File: config.mk
export PLATFORM = sky130hd
export DESIGN_NAME = ata_xfer_seq
export DESIGN_NICKNAME = d
export VERILOG_FILES = /design/src/rtl/ata_xfer_pkg.sv /design/src/rtl/xfer_word_ctr.sv /design/src/rtl/xfer_settle_tmr.sv /design/src/rtl/xfer_sector_trk.sv /design/src/rtl/ata_xfer_seq.sv
export SDC_FILE = /design/constraint.sdc
export NUM_CORES = 1
export LEC_CHECK = 0
export BUFFER_PORTS_ARGS = -buffer_cell sky130_fd_sc_hd__buf_2
export CORE_UTILIZATION = 45
export DETAILED_ROUTE_END_ITERATION = 10
export PLACE_DENSITY_LB_ADDON = 0.1
export REMOVE_ABC_BUFFERS = 1
export SLEW_MARGIN = 20
export SYNTH_ARGS = -nofsm -noshare
export SYNTH_HDL_FRONTEND = slang
export SYNTH_HIERARCHICAL = 1
export SYNTH_SLANG_ARGS = --single-unit
File: constraint.sdc
create_clock -name clk -period 5.3 [get_ports clk]
set_input_delay 1.06 -clock clk [delete_from_list [all_inputs] [get_ports clk]]
set_output_delay 1.06 -clock clk [all_outputs]
set_load 0.03 [all_outputs]
File: src/rtl/ata_xfer_pkg.sv
package ata_xfer_pkg;
  typedef enum logic [2:0] {
    ST_IDLE,
    ST_PREP,
    ST_WAIT,
    ST_SETTLE,
    ST_XFER
  } seq_state_t;
endpackage

File: src/rtl/xfer_word_ctr.sv
module xfer_word_ctr #(
  parameter int WORDS = 256
) (
  input  logic clk,
  input  logic rst_n,
  input  logic clr,
  input  logic hs,
  output logic last_word
);
  localparam int CW = (WORDS > 1) ? $clog2(WORDS) : 1;
  localparam logic [CW-1:0] LAST = CW'(WORDS - 1);

  logic [CW-1:0] cnt;

  assign last_word = hs && (cnt == LAST);

  always_ff @(posedge clk) begin
    if (!rst_n || clr) cnt <= '0;
    else if (hs) cnt <= (cnt == LAST) ? '0 : cnt + 1'b1;
  end


  wrap_after_last_chk: assert property (@(posedge clk) disable iff (!rst_n)
    (hs && !clr && cnt == LAST) |=> (cnt == '0));
endmodule

File: src/rtl/xfer_settle_tmr.sv
module xfer_settle_tmr #(
  parameter int SETTLE = 2
) (
  input  logic clk,
  input  logic rst_n,
  input  logic start,
  input  logic run,
  output logic expire
);
  localparam int TW = $clog2(SETTLE + 1);

  logic [TW-1:0] cnt;

  assign expire = run && (cnt == '0);

  always_ff @(posedge clk) begin
    if (!rst_n) cnt <= '0;
    else if (start) cnt <= TW'(SETTLE - 1);
    else if (run && cnt != '0) cnt <= cnt - 1'b1;
  end


  settle_load_chk: assert property (@(posedge clk) disable iff (!rst_n)
    start |=> (cnt == TW'(SETTLE - 1)));
endmodule

File: src/rtl/xfer_sector_trk.sv
module xfer_sector_trk #(
  parameter int ADDR_W = 28,
  parameter int CNT_W  = 8
) (
  input  logic              clk,
  input  logic              rst_n,
  input  logic              load,
  input  logic [CNT_W-1:0]  load_cnt,
  input  logic [ADDR_W-1:0] load_addr,
  input  logic              step,
  output logic              last_sector,
  output logic [CNT_W-1:0]  cnt_reg,
  output logic [ADDR_W-1:0] addr
);
  localparam logic [CNT_W:0] FULL = {1'b1, {CNT_W{1'b0}}};

  logic [CNT_W:0] remaining;

  assign last_sector = (remaining == (CNT_W+1)'(1));
  assign cnt_reg     = remaining[CNT_W-1:0];

  always_ff @(posedge clk) begin
    if (!rst_n) begin
      remaining <= '0;
      addr      <= '0;
    end else if (load) begin
      remaining <= (load_cnt == '0) ? FULL : {1'b0, load_cnt};
      addr      <= load_addr;
    end else if (step) begin
      remaining <= remaining - 1'b1;
      addr      <= addr + 1'b1;
    end
  end


  zero_means_full_chk: assert property (@(posedge clk) disable iff (!rst_n)
    (load && load_cnt == '0) |=> (remaining == FULL));


  step_moves_chk: assert property (@(posedge clk) disable iff (!rst_n)
    (step && !load) |=> (remaining == $past(remaining) - 1'b1) &&
                        (addr == $past(addr) + 1'b1));
endmodule

File: src/rtl/ata_xfer_seq.sv
module ata_xfer_seq
  import ata_xfer_pkg::*;
#(
  parameter int ADDR_W = 28,
  parameter int CNT_W  = 8,
  parameter int WORDS  = 256,
  parameter int SETTLE = 2
) (
  input  logic              clk,
  input  logic              rst_n,
  input  logic              cmd_valid,
  input  logic              cmd_write,
  input  logic [CNT_W-1:0]  cmd_count,
  input  logic [ADDR_W-1:0] cmd_addr,
  input  logic              word_valid,
  output logic              word_ready,
  output logic              core_req,
  output logic              xfer_is_write,
  input  logic              core_done,
  input  logic              core_err,
  output logic              stat_bsy,
  output logic              stat_drq,
  output logic              stat_err,
  output logic              irq,
  output logic [CNT_W-1:0]  sector_count,
  output logic [ADDR_W-1:0] cur_addr
);
  seq_state_t state, nxt;
  logic is_wr_q, err_q, irq_q, req_q;
  logic hs, last_word, last_sector, expire;
  logic go_settle, step, load, req, fire_irq, set_err;

  assign word_ready    = (state == ST_XFER);
  assign hs            = word_valid && word_ready;
  assign stat_drq      = (state == ST_SETTLE) || (state == ST_XFER);
  assign stat_bsy      = (state == ST_PREP) || (state == ST_WAIT) || (state == ST_SETTLE);
  assign stat_err      = err_q;
  assign irq           = irq_q;
  assign core_req      = req_q;
  assign xfer_is_write = is_wr_q;

  xfer_word_ctr #(.WORDS(WORDS)) u_words (
    .clk(clk), .rst_n(rst_n), .clr(load), .hs(hs), .last_word(last_word)
  );

  xfer_settle_tmr #(.SETTLE(SETTLE)) u_settle (
    .clk(clk), .rst_n(rst_n), .start(go_settle),
    .run(state == ST_SETTLE), .expire(expire)
  );

  xfer_sector_trk #(.ADDR_W(ADDR_W), .CNT_W(CNT_W)) u_trk (
    .clk(clk), .rst_n(rst_n), .load(load), .load_cnt(cmd_count),
    .load_addr(cmd_addr), .step(step), .last_sector(last_sector),
    .cnt_reg(sector_count), .addr(cur_addr)
  );

  always_comb begin
    nxt       = state;
    go_settle = 1'b0;
    step      = 1'b0;
    load      = 1'b0;
    req       = 1'b0;
    fire_irq  = 1'b0;
    set_err   = 1'b0;
    unique case (state)
      ST_IDLE: begin
        if (cmd_valid) begin
          load = 1'b1;
          if (cmd_write) nxt = ST_PREP;
          else begin
            nxt = ST_WAIT;
            req = 1'b1;
          end
        end
      end
      ST_PREP: begin
        nxt       = ST_SETTLE;
        go_settle = 1'b1;
      end
      ST_SETTLE: begin
        if (expire) nxt = ST_XFER;
      end
      ST_XFER: begin
        if (last_word) begin
          if (is_wr_q) begin
            nxt = ST_WAIT;
            req = 1'b1;
          end else begin
            step = 1'b1;
            if (last_sector) nxt = ST_IDLE;
            else begin
              nxt = ST_WAIT;
              req = 1'b1;
            end
          end
        end
      end
      ST_WAIT: begin
        if (core_err) begin
          set_err  = 1'b1;
          fire_irq = 1'b1;
          nxt      = ST_IDLE;
        end else if (core_done) begin
          fire_irq = 1'b1;
          if (is_wr_q) begin
            step = 1'b1;
            if (last_sector) nxt = ST_IDLE;
            else begin
              nxt       = ST_SETTLE;
              go_settle = 1'b1;
            end
          end else begin
            nxt       = ST_SETTLE;
            go_settle = 1'b1;
          end
        end
      end
      default: nxt = ST_IDLE;
    endcase
  end

  always_ff @(posedge clk) begin
    if (!rst_n) begin
      state   <= ST_IDLE;
      is_wr_q <= 1'b0;
      err_q   <= 1'b0;
      irq_q   <= 1'b0;
      req_q   <= 1'b0;
    end else begin
      state <= nxt;
      irq_q <= fire_irq;
      req_q <= req;
      if (load) begin
        is_wr_q <= cmd_write;
        err_q   <= 1'b0;
      end else if (set_err) begin
        err_q <= 1'b1;
      end
    end
  end


  write_tail_busy_chk: assert property (@(posedge clk) disable iff (!rst_n)
    (state == ST_XFER && last_word && is_wr_q) |=> (stat_bsy && !stat_drq));


  error_stop_chk: assert property (@(posedge clk) disable iff (!rst_n)
    (state == ST_WAIT && core_err) |=> (stat_err && irq && !stat_bsy && !stat_drq));


  busy_cmd_ignored_chk: assert property (@(posedge clk) disable iff (!rst_n)
    (cmd_valid && state == ST_WAIT && !core_done && !core_err) |=>
      ($stable(cur_addr) && $stable(sector_count) && $stable(xfer_is_write)));


  irq_outside_window_chk: assert property (@(posedge clk) disable iff (!rst_n)
    irq |-> !word_ready);
endmodule

==> metrics.csv, run 1 <==
stage;metric;value;unit
power;p_seq_frac;0.455;
clock_tree;cts_tree;built;
clock_tree;post-cts-setup-buffers;0;
clock_tree;cts_htree_levels;2;
worst_setup_path;critPathKind;in2reg;
min_path;hold_start;u_words/cnt[5];
synthesis;synthTopCellsByArea;dfxtp_1 (34%), o21ai_0 (5.1%), xor2_1 (3.6%);
global_routing;grt_first_pass_wirelength;11820;um
worst_setup_path;worstPathArrival;3.70;ns
timing;setup_violations;0;
synthesis;yosysSeqAreaShare;0.3418;
synthesis;synth_cells;371;
synthesis;ys_async_sr_fraction;0;
placed_design;portBuffers;85;
min_path;whs_path_depth;2;
global_routing;antenna_found_initial;0;
route;wl;7160;um
power;total_power;1.224;mW
synthesis;ys_top_cells_by_count;dfxtp_1 (54), o21ai_0 (32), nand2_1 (25);
route;wire_per_inst;13.56;um
synthesis;avgSynthCellArea;8.526;um2
synthesis;synth_top_area_share;0.3418;
clock_tree;cts_resized;0;
global_routing;grt_pass1_vias;2520;
floorplanning;start_util;0.4656;
clock_tree;cts_root_buf;clkbuf_8;
worst_setup_path;r2r-start;state[0];
power;p_clk_frac;0.183;
floorplanning;die_w;85.84;um
synthesis;yosys_warnings;6;
power;ir_drop;0.0001851;V
timing;hold_viol_final;0;
floorplanning;die_area;7369;um2
global_routing;grt_use_total;0.1980;
layout;nets;481;
placed_design;dp_hpwl;5003;um
power;combPwrFrac;0.362;
layout;diodes;0;
power;p_int;0.7293;mW
power;switching_share;0.4044;
synthesis;ys_ff_latch;54;
synthesis;synth_top_area_cell;dfxtp_1;
min_path;hold_path.class;reg2reg;
timing;setup_tns;0;ns
floorplanning;core_area;6794;um2
layout;drive_gt1_frac;0.2477;
timing;clock_skew;0.007241;ns
synthesis;syn-cell-area;3163;um2
worst_setup_path;path_max_fanout;13;
timing;period_needed;3.471;ns
route;drc;0;
timing;setup_slack;1.829;ns
floorplanning;die_y;85.84;um
timing;fin_crit_sh;0.6548;
clock_tree;clock-sinks;54;
timing;finalMaxSlewViolations;0;
synthesis;synth_cell_types;59;
worst_setup_path;r2r_end;u_trk/addr[25];
global_routing;grt_remaining_overflow;0;
layout;largest_register_ffs;28;
worst_setup_path;end_kind;register;
clock_tree;cts-root-to-sink-buffers;2;
route;first_pass_iters;4;
synthesis;synth_edf_count;0;
min_path;min_to;u_words/cnt[5];
worst_setup_path;r2r_slack;1.85;ns
floorplanning;io_pins;86;
power;cellPowerDensity;339.7;nW/um2
job;drv_cap;0;
worst_setup_path;start_kind;primary input;
run_status;status;finished, final reports clean;
worst_setup_path;reg2regPathDepth;11;
clock_tree;numCtsBuffers;5;
floorplanning;core.rowCount;30;
route;ant_nets;0;
layout;syn2layout_area_growth;13.96;%
synthesis;ys.flop_type;dfxtp_1;
timing;max_slew_margin;0.5017;
timing;rsz0062_at_grt;no;
timing;tightest_slew;0.7475;ns
power;leakage;1.506;nW
global_routing;grt_max_degree;46;
timing;max_freq;288.1;MHz
placed_design;place_ws;1.528;ns
route;via_per_inst;5.564;
power;p_sw;0.4952;mW
route;drt_iter0_drc;128;
synthesis;yosysMostFrequentCell;dfxtp_1;
clock_tree;cts-hold-fix-buffers;0;
route;vias;2938;
worst_setup_path;critical_path_required;5.53;ns
clock_tree;clkTransAtPathRegs;0.09;ns
clock_tree;insertion_delay;0.30;ns
placed_design;place_congestion;0.8151;
-- routing by layer --
layer | vias to the layer above | routed length (um) | track usage
met5 | - | 0 | 0
met4 | 0 | 54 | 0.05303
met3 | 5 | 328 | 0.03369
met2 | 78 | 3215 | 0.3069
met1 | 1355 | 3561 | 0.2842
li1 | 1500 | - | -
-- cell usage in the layout (no fill, tap or decap), drive strengths merged, types with 3 or more instances in the layout --
master	instances
a211oi	5
a21oi	13
a31oi	14
and2	8
and3	4
and4	5
buf	87
clkbuf	6
dfxtp	54
ha	5
inv	14
mux2i	3
nand2	25
nand2b	13
nand3	9
nand4	15
nor2	14
nor2b	5
nor3	13
nor4	3
o211a	6
o21ai	34
o311a	6
o31ai	10
or3	6
or4	11
xnor2	7
xor2	13
-- cells by family (layout without fill, tap and decap cells) --
logic type | after synthesis | count (layout) | synth area share
compound gates | 101 | 101 | 0.2188
flops | 54 | 54 | 0.3418
mux | 3 | 3 | 0.009494
simple gates | 142 | 142 | 0.2745
fa+ha+maj | 5 | 5 | 0.01978
xor+xnor | 20 | 20 | 0.05538
buf+inv | 46 | 107 | 0.08030
-- power groups by stage --
stage	logic (mW)	clock network, mW	registers (mW)
after CTS	0.444	0.235	0.558
final	0.443	0.224	0.557
after global placement	0.437	0	0.567
after floorplan	0.207	0	0.659
after global routing	0.483	0.250	0.573
after detailed placement	0.442	0	0.567
-- worst max-delay path by stage --
stage / startpoint / end / slack [ns]
global placement: word_valid / u_trk/remaining[5] / 1.57
detailed placement: word_valid / u_trk/addr[23] / 1.53
floorplan: word_valid / u_trk/remaining[5] / 1.30
global route: state[0] / u_trk/addr[25] / 1.44
CTS: word_valid / u_trk/addr[23] / 1.83
finish: word_valid / u_trk/addr[25] / 1.83
-- worst max-delay path, cell delays in order --
cell	delay (ns)
buf_2	0.07
and3_1	0.32
nand4_4	0.16
nor3_1	0.29
nand4bb_1	0.19
o21ai_0	0.20
buf_4	0.22
and3_1	0.34
nand3_2	0.23
or4_1	0.45
a31oi_1	0.16
-- metrics by stage --
step                      hold slack (ns)    util  cell area [um2]  std cells
after CTS                          0.5126  0.5306             3605        528
after global routing               0.5433  0.5306             3605        528
after floorplan                    0.4652       -             2962        339
after detailed placement           0.4981  0.5184             3522        522
final                              0.5152  0.5306             3605        528
after global placement             0.4942  0.5184             3522        522
-- layout make-up --
type,count,area (um2)
Timing Repair Buffer,87,440.4
Tap cell,96,120.1
Fill cell,671,3189
Inverter,14,52.55
Clock buffer,6,82.58
Multi-Input combinational cell,271,1828
Sequential cell,54,1081
Power figures use the tool's default switching activity.
==> inputs of run 2 (changes only) <==
==> constraint.sdc (replaced) <==
create_clock -name clk -period 3.3 [get_ports clk]
set_input_delay 0.66 -clock clk [delete_from_list [all_inputs] [get_ports clk]]
set_output_delay 0.66 -clock clk [all_outputs]
set_load 0.03 [all_outputs]
==> run 2 against run 1 <==
  * Worst hold slack worse by 0.0074 ns
  * Via count is 2.0% higher
  * Design area is 2.9% higher
  * Critical path depth stayed put
  * Wire length is 2.3% higher
  * Non-clock buffer count is 9 higher
  * Sequential power is 58% higher
  * Core utilization is 1.5 points higher
  * Clock power is 110% higher
  * Clock skew is 0.0035 ns higher
  * Highest routed layer unchanged
==> metrics.csv, run 2 (same netlist as run 1, synthesis figures left out) <==
stage;metric;value;unit;change
route;first_pass_iters;4;;unchanged
layout;nFillCells;647;;-3.6%
layout;seqCellArea;1081;um2;unchanged
layout;multi_input_area;1831;um2;+0.14%
layout;drive_gt1_frac;0.2664;;+0.01868
timing;period_needed;2.908;ns;
timing;clock_skew;0.01079;ns;+0.003547 ns
layout;final_common_cell;buf_2;;
route;via_per_inst;5.560;;about the same
timing;finalMaxSlewViolations;0;;unchanged
layout;layout_common_cells;buf_2 (85), dfxtp_1 (54), o21ai_0 (31);;
timing;fin_crit_sh;0.8813;;
placed_design;post_dp_cell_area;3590;um2;+1.9%
layout;design_area;3709;um2;+2.9%
min_path;hold_path.class;reg2reg;;
floorplanning;die_area;7369;um2;unchanged
global_routing;grt_max_degree;34;;-26%
timing;max_slew_margin;0.6680;;+0.1663
timing;hold_viol_final;0;;unchanged
power;cellPowerDensity;565.6;nW/um2;+67%
timing;setup_tns;0;ns;unchanged
route;wl;7326;um;+2.3%
floorplanning;core_area;6794;um2;unchanged
placed_design;place_congestion;0.8434;;+3.5%
worst_setup_path;start_kind;register;;
floorplanning;start_util;0.4656;;unchanged
clock_tree;clock-sinks;54;;unchanged
clock_tree;clkTransAtPathRegs;0.11;ns;+0.02 ns
floorplanning;die_w;85.84;um;unchanged
power;leakage;1.567;nW;+4.0%
worst_setup_path;r2r_slack;0.39;ns;-1.46 ns
layout;nets;490;;+1.9%
route;drc;0;;unchanged
timing;max_freq;343.8;MHz;
route;wire_per_inst;13.59;um;+0.23%
worst_setup_path;end_kind;register;;
clock_tree;cts-hold-fix-buffers;0;;unchanged
clock_tree;insertion_delay;0.31;ns;about the same
route;drt_iter0_drc;197;;+54%
worst_setup_path;critPathKind;reg2reg;;
worst_setup_path;path_cells;nor2_2, and3_1, nand4_4, nor3_1, nand4bb_1, o21ai_1, buf_4, and3_1, nand3_2, or4_1, a31oi_1;;
floorplanning;die_y;85.84;um;unchanged
clock_tree;cts-root-to-sink-buffers;2;;unchanged
worst_setup_path;r2r_end;u_trk/addr[21];;
timing;rsz0062_at_grt;no;;
route;ant_nets;0;;unchanged
layout;diodes;0;;unchanged
clock_tree;cts_root_buf;clkbuf_8;;
worst_setup_path;crit_path_max_incr_delay;0.47;ns;+0.02 ns
clock_tree;numCtsBuffers;5;;unchanged
timing;setup_violations;0;;unchanged
layout;syn2layout_area_growth;17.25;%;
worst_setup_path;r2r-start;state[1];;
job;drv_cap;0;;unchanged
run_status;status;finished, final reports clean;;
global_routing;grt_first_pass_wirelength;11920;um;+0.88%
worst_setup_path;worstPathArrival;3.15;ns;-0.55 ns
route;vias;2997;;+2.0%
floorplanning;io_pins;86;;unchanged
worst_setup_path;path_max_fanout;12;;-1
global_routing;grt_pass1_vias;2616;;+3.8%
power;total_power;2.098;mW;+71%
clock_tree;cts_htree_levels;2;;unchanged
worst_setup_path;crit_path_end;u_trk/addr[21];;
layout;post-route-util;0.5459;;+0.01528
worst_setup_path;critical_path_required;3.54;ns;-1.99 ns
placed_design;dp_hpwl;5312;um;+6.2%
placed_design;portBuffers;85;;unchanged
global_routing;grt_remaining_overflow;0;;unchanged
global_routing;grt_use_total;0.1993;;+0.001347
power;ir_drop;0.0002746;V;+48%
worst_setup_path;cpMostUsedCell;and3_1;;
worst_setup_path;crit_slowest_cell;or4_1;;
floorplanning;core.rowCount;30;;unchanged
worst_setup_path;reg2regPathDepth;11;;unchanged
timing;tightest_slew;0.4980;ns;-0.2495 ns
layout;largest_register_ffs;28;;unchanged
global_routing;antenna_found_initial;0;;unchanged
clock_tree;cts_tree;built;;
worst_setup_path;crit_start;state[1];;
==> run 2: critical path, delay by kind of cell, from the launching register on <==
family / cells / cell delay [ns]
DFF: 1 / 0.35
and+or+nand+nor: 8 / 1.95
AOI/OAI and AO/OA: 2 / 0.40
buffers and inverters: 1 / 0.15
==> run 2: metal layers <==
metal / up-vias / share of wire / track usage / wire [um]
li1: 1520 / - / - / -
met1: 1402 / 0.50 / 0.2698 / 3633
met2: 69 / 0.45 / 0.3302 / 3316
met3: 6 / 0.043 / 0.03561 / 317
met4: 0 / 0.0081 / 0.04848 / 59
met5: - / 0 / 0 / 0
==> run 2: stage by stage <==
| stage | hold WS, ns | cells | setup slack (ns) |
|---|---|---|---|
| 2_1_floorplan | 0.4652 | 339 | -0.3004 |
| 3_3_place_gp | 0.4881 | 531 | 0.2399 |
| 3_5_place_dp | 0.4916 | 531 | 0.1641 |
| 4_1_cts | 0.5061 | 539 | 0.2281 |
| 5_1_grt | 0.5363 | 539 | 0.09525 |
| 6_report | 0.5078 | 539 | 0.3916 |
==> run 2: area by class of cell <==
class	instances	share of cell area
Multi-Input combinational cell	271	0.4936
Sequential cell	54	0.2915
Timing Repair Buffer	96	0.1370
Tap cell	96	0.03239
Clock buffer	5	0.01856
Inverter	14	0.01417
Clock inverter	3	0.01282
==> run 2: timing repair <==
item,in CTS,in global routing
gates resized for setup,0,2
setup endpoints to repair,0,6
endpoints found under the hold margin,0,0
setup buffers,0,0
==> run 2: worst min-delay path by stage <==
stage,startpoint,end,slack [ns],cells after the start
2_1_floorplan,u_words/cnt[7],u_words/cnt[7],0.47,2
3_5_place_dp,u_words/cnt[7],u_words/cnt[7],0.49,2
5_1_grt,stat_err,stat_err,0.54,2
6_report,u_words/cnt[7],u_words/cnt[7],0.51,2
4_1_cts,u_words/cnt[7],u_words/cnt[7],0.51,2
3_3_place_gp,u_trk/addr[27],u_trk/addr[27],0.49,2
==> run 2: where the power goes <==
part	internal [mW]	switching, mW	total, mW
Combinational	0.273	0.482	0.755
Clock	0.230	0.233	0.463
Sequential	0.755	0.124	0.879
Total	1.26	0.839	2.10
==> inputs of run 3 (changes only) <==
--- a/config.mk
+++ b/config.mk
@@ -8,8 +8,10 @@
 export BUFFER_PORTS_ARGS = -buffer_cell sky130_fd_sc_hd__buf_2
 export CORE_UTILIZATION = 45
 export DETAILED_ROUTE_END_ITERATION = 10
+export GPL_TIMING_DRIVEN = 0
 export PLACE_DENSITY_LB_ADDON = 0.1
 export REMOVE_ABC_BUFFERS = 1
+export SETUP_SLACK_MARGIN = 0.1
 export SLEW_MARGIN = 20
 export SYNTH_ARGS = -nofsm -noshare
 export SYNTH_HDL_FRONTEND = slang
==> run 3 against run 2 <==
  * Worst setup slack worse by 0.11 ns
  * Design area decreased by 0.98%
  * Combinational power decreased by 5.0%
  * Largest power group unchanged
  * Clock skew down 0.0036 ns
  * Non-clock buffer count decreased by 4
==> metrics.csv, run 3 (same netlist as run 1, synthesis figures left out) <==
stage;metric;value;unit;change
run_status;status;finished, final reports clean;;
worst_setup_path;path_max_fanout;13;;+1
worst_setup_path;reg2regPathDepth;11;;unchanged
worst_setup_path;r2r-start;state[0];;
worst_setup_path;r2r_slack;0.28;ns;-0.11 ns
worst_setup_path;crit_path_max_incr_delay;0.51;ns;+0.04 ns
power;ir_drop;0.0003195;V;+16%
timing;max_slew_margin;0.2896;;-0.3784
route;drc;0;;unchanged
route;ant_nets;0;;unchanged
global_routing;grt_max_degree;46;;+35%
timing;max_freq;330.9;MHz;-3.8%
route;via_per_inst;5.633;;+1.3%
clock_tree;insertion_delay;0.31;ns;about the same
min_path;whs_path_depth;2;;unchanged
clock_tree;cts-root-to-sink-buffers;2;;unchanged
placed_design;place_congestion;0.7744;;-8.2%
clock_tree;cts_tree;built;;
power;total_power;1.977;mW;-5.7%
layout;diodes;0;;unchanged
route;drt_iter0_drc;102;;-48%
layout;nets;486;;-0.82%
floorplanning;die_y;85.84;um;unchanged
floorplanning;start_util;0.4656;;unchanged
job;drv_cap;0;;unchanged
worst_setup_path;start_kind;register;;
clock_tree;clock-sinks;54;;unchanged
worst_setup_path;critPathKind;reg2reg;;
floorplanning;io_pins;86;;unchanged
route;vias;3008;;+0.37%
worst_setup_path;worstPathArrival;3.26;ns;+0.11 ns
route;first_pass_iters;4;;unchanged
layout;seqCellArea;1085;um2;+0.35%
timing;period_needed;3.022;ns;+0.1141 ns
global_routing;grt_use_total;0.2043;;+0.004985
timing;tightest_slew;1.064;ns;+0.5664 ns
timing;hold_viol_final;0;;unchanged
placed_design;dp_hpwl;4969;um;-6.5%
worst_setup_path;path_cells;nor2_4, and3_4, nand4_4, nor3_2, nand4bb_1, o21ai_4, buf_4, and2_2, nand3_4, or4_1, a31oi_1;;
min_path;min_to;u_words/cnt[7];;
layout;layout_common_cells;buf_2 (85), dfxtp_1 (51), o21ai_0 (31);;
clock_tree;numCtsBuffers;5;;unchanged
timing;setup_violations;0;;unchanged
global_routing;grt_remaining_overflow;0;;unchanged
timing;finalMaxSlewViolations;0;;unchanged
worst_setup_path;end_kind;register;;
floorplanning;core_area;6794;um2;unchanged
layout;nFillCells;685;;+5.9%
worst_setup_path;crit_slowest_cell;or4_1;;
timing;fin_crit_sh;0.9159;;+0.03456
clock_tree;cts_root_buf;clkbuf_8;;
worst_setup_path;critPathTopFamily;simple AND/OR/NAND/NOR gates;;
clock_tree;cts_htree_levels;2;;unchanged
layout;drive_gt1_frac;0.2717;;+0.005324
layout;fin_cells;534;;-0.93%
worst_setup_path;path_buf_inv;1;;unchanged
layout;largest_register_ffs;28;;unchanged
clock_tree;clkTransAtPathRegs;0.09;ns;-0.02 ns
clock_tree;cts-hold-fix-buffers;0;;unchanged
global_routing;grt_first_pass_wirelength;12030;um;+0.92%
route;wire_per_inst;13.94;um;+2.5%
layout;syn2layout_area_growth;16.10;%;
power;cellPowerDensity;538.4;nW/um2;-4.8%
timing;rsz0062_at_grt;no;;
floorplanning;die_area;7369;um2;unchanged
worst_setup_path;r2r_end;u_trk/addr[24];;
placed_design;portBuffers;85;;unchanged
min_path;hold_start;u_words/cnt[7];;
global_routing;grt_pass1_vias;2632;;+0.61%
worst_setup_path;critical_path_required;3.54;ns;about the same
route;wl;7443;um;+1.6%
timing;clock_skew;0.007224;ns;-0.003564 ns
layout;final_common_cell;buf_2;;
floorplanning;die_w;85.84;um;unchanged
power;leakage;1.529;nW;-2.4%
global_routing;antenna_found_initial;0;;unchanged
placed_design;placed_cells;520;;-2.1%
min_path;hold_path.class;reg2reg;;
floorplanning;core.rowCount;30;;unchanged
layout;multi_input_area;1858;um2;+1.5%
-- run 3: layout make-up --
cell class,count,share of cell area
tap,96,0.03271
clock buffer,7,0.02078
multi-input combinational,271,0.5060
sequential,54,0.2954
inverter,14,0.01499
timing repair buffer,92,0.1302
-- run 3: worst register-to-register path, stage by stage, from the launching register on --
cell,delay (ns)
dfxtp_2,0.41
nor2_4,0.17
and3_4,0.26
nand4_4,0.14
nor3_2,0.24
nand4bb_1,0.26
o21ai_4,0.28
buf_4,0.16
and2_2,0.20
nand3_4,0.16
or4_1,0.51
a31oi_1,0.16
-- run 3: worst max-delay path by stage --
stage | start | depth (start not counted) | end
3_3_place_gp | state[0] | 10 | u_trk/addr[25]
6_report | state[0] | 11 | u_trk/addr[24]
3_5_place_dp | word_valid | 10 | u_trk/addr[25]
4_1_cts | state[1] | 11 | u_trk/addr[24]
5_1_grt | state[0] | 11 | u_trk/addr[18]
2_1_floorplan | word_valid | 8 | u_trk/remaining[5]
-- run 3: through the flow --
stage / hold WS [ns] / utilization / instance area, um2 / setup TNS, ns / setup slack [ns]
3_3_place_gp: 0.4849 / 0.5162 / 3507 / -28.16 / -1.087
4_1_cts: 0.5120 / 0.5354 / 3637 / 0 / 0.1289
6_report: 0.5117 / 0.5405 / 3672 / 0 / 0.2776
3_5_place_dp: 0.4939 / 0.5162 / 3507 / -13.08 / -0.6776
5_1_grt: 0.5361 / 0.5405 / 3672 / 0 / 0.09924
2_1_floorplan: 0.4652 / - / 2962 / -2.922 / -0.3004
-- run 3: what timing repair did --
action	4_1_cts	5_1_grt
setup endpoints to repair	35	20
pin swaps	1	1
buffers inserted	4	3
gates resized for setup	8	5
-- run 3: layer usage --
layer  GRT usage  part of all wire  vias to the layer above
met2      0.3244              0.46                       88
met5           0                 0                        -
met3     0.04139             0.051                        9
met1      0.2743              0.48                     1404
met4     0.07727             0.015                        0
li1            -                 -                     1507
-- run 3: power breakdown --
group / switching, mW / internal, mW
clock network: 0.213 / 0.147
logic: 0.462 / 0.255
registers: 0.143 / 0.757
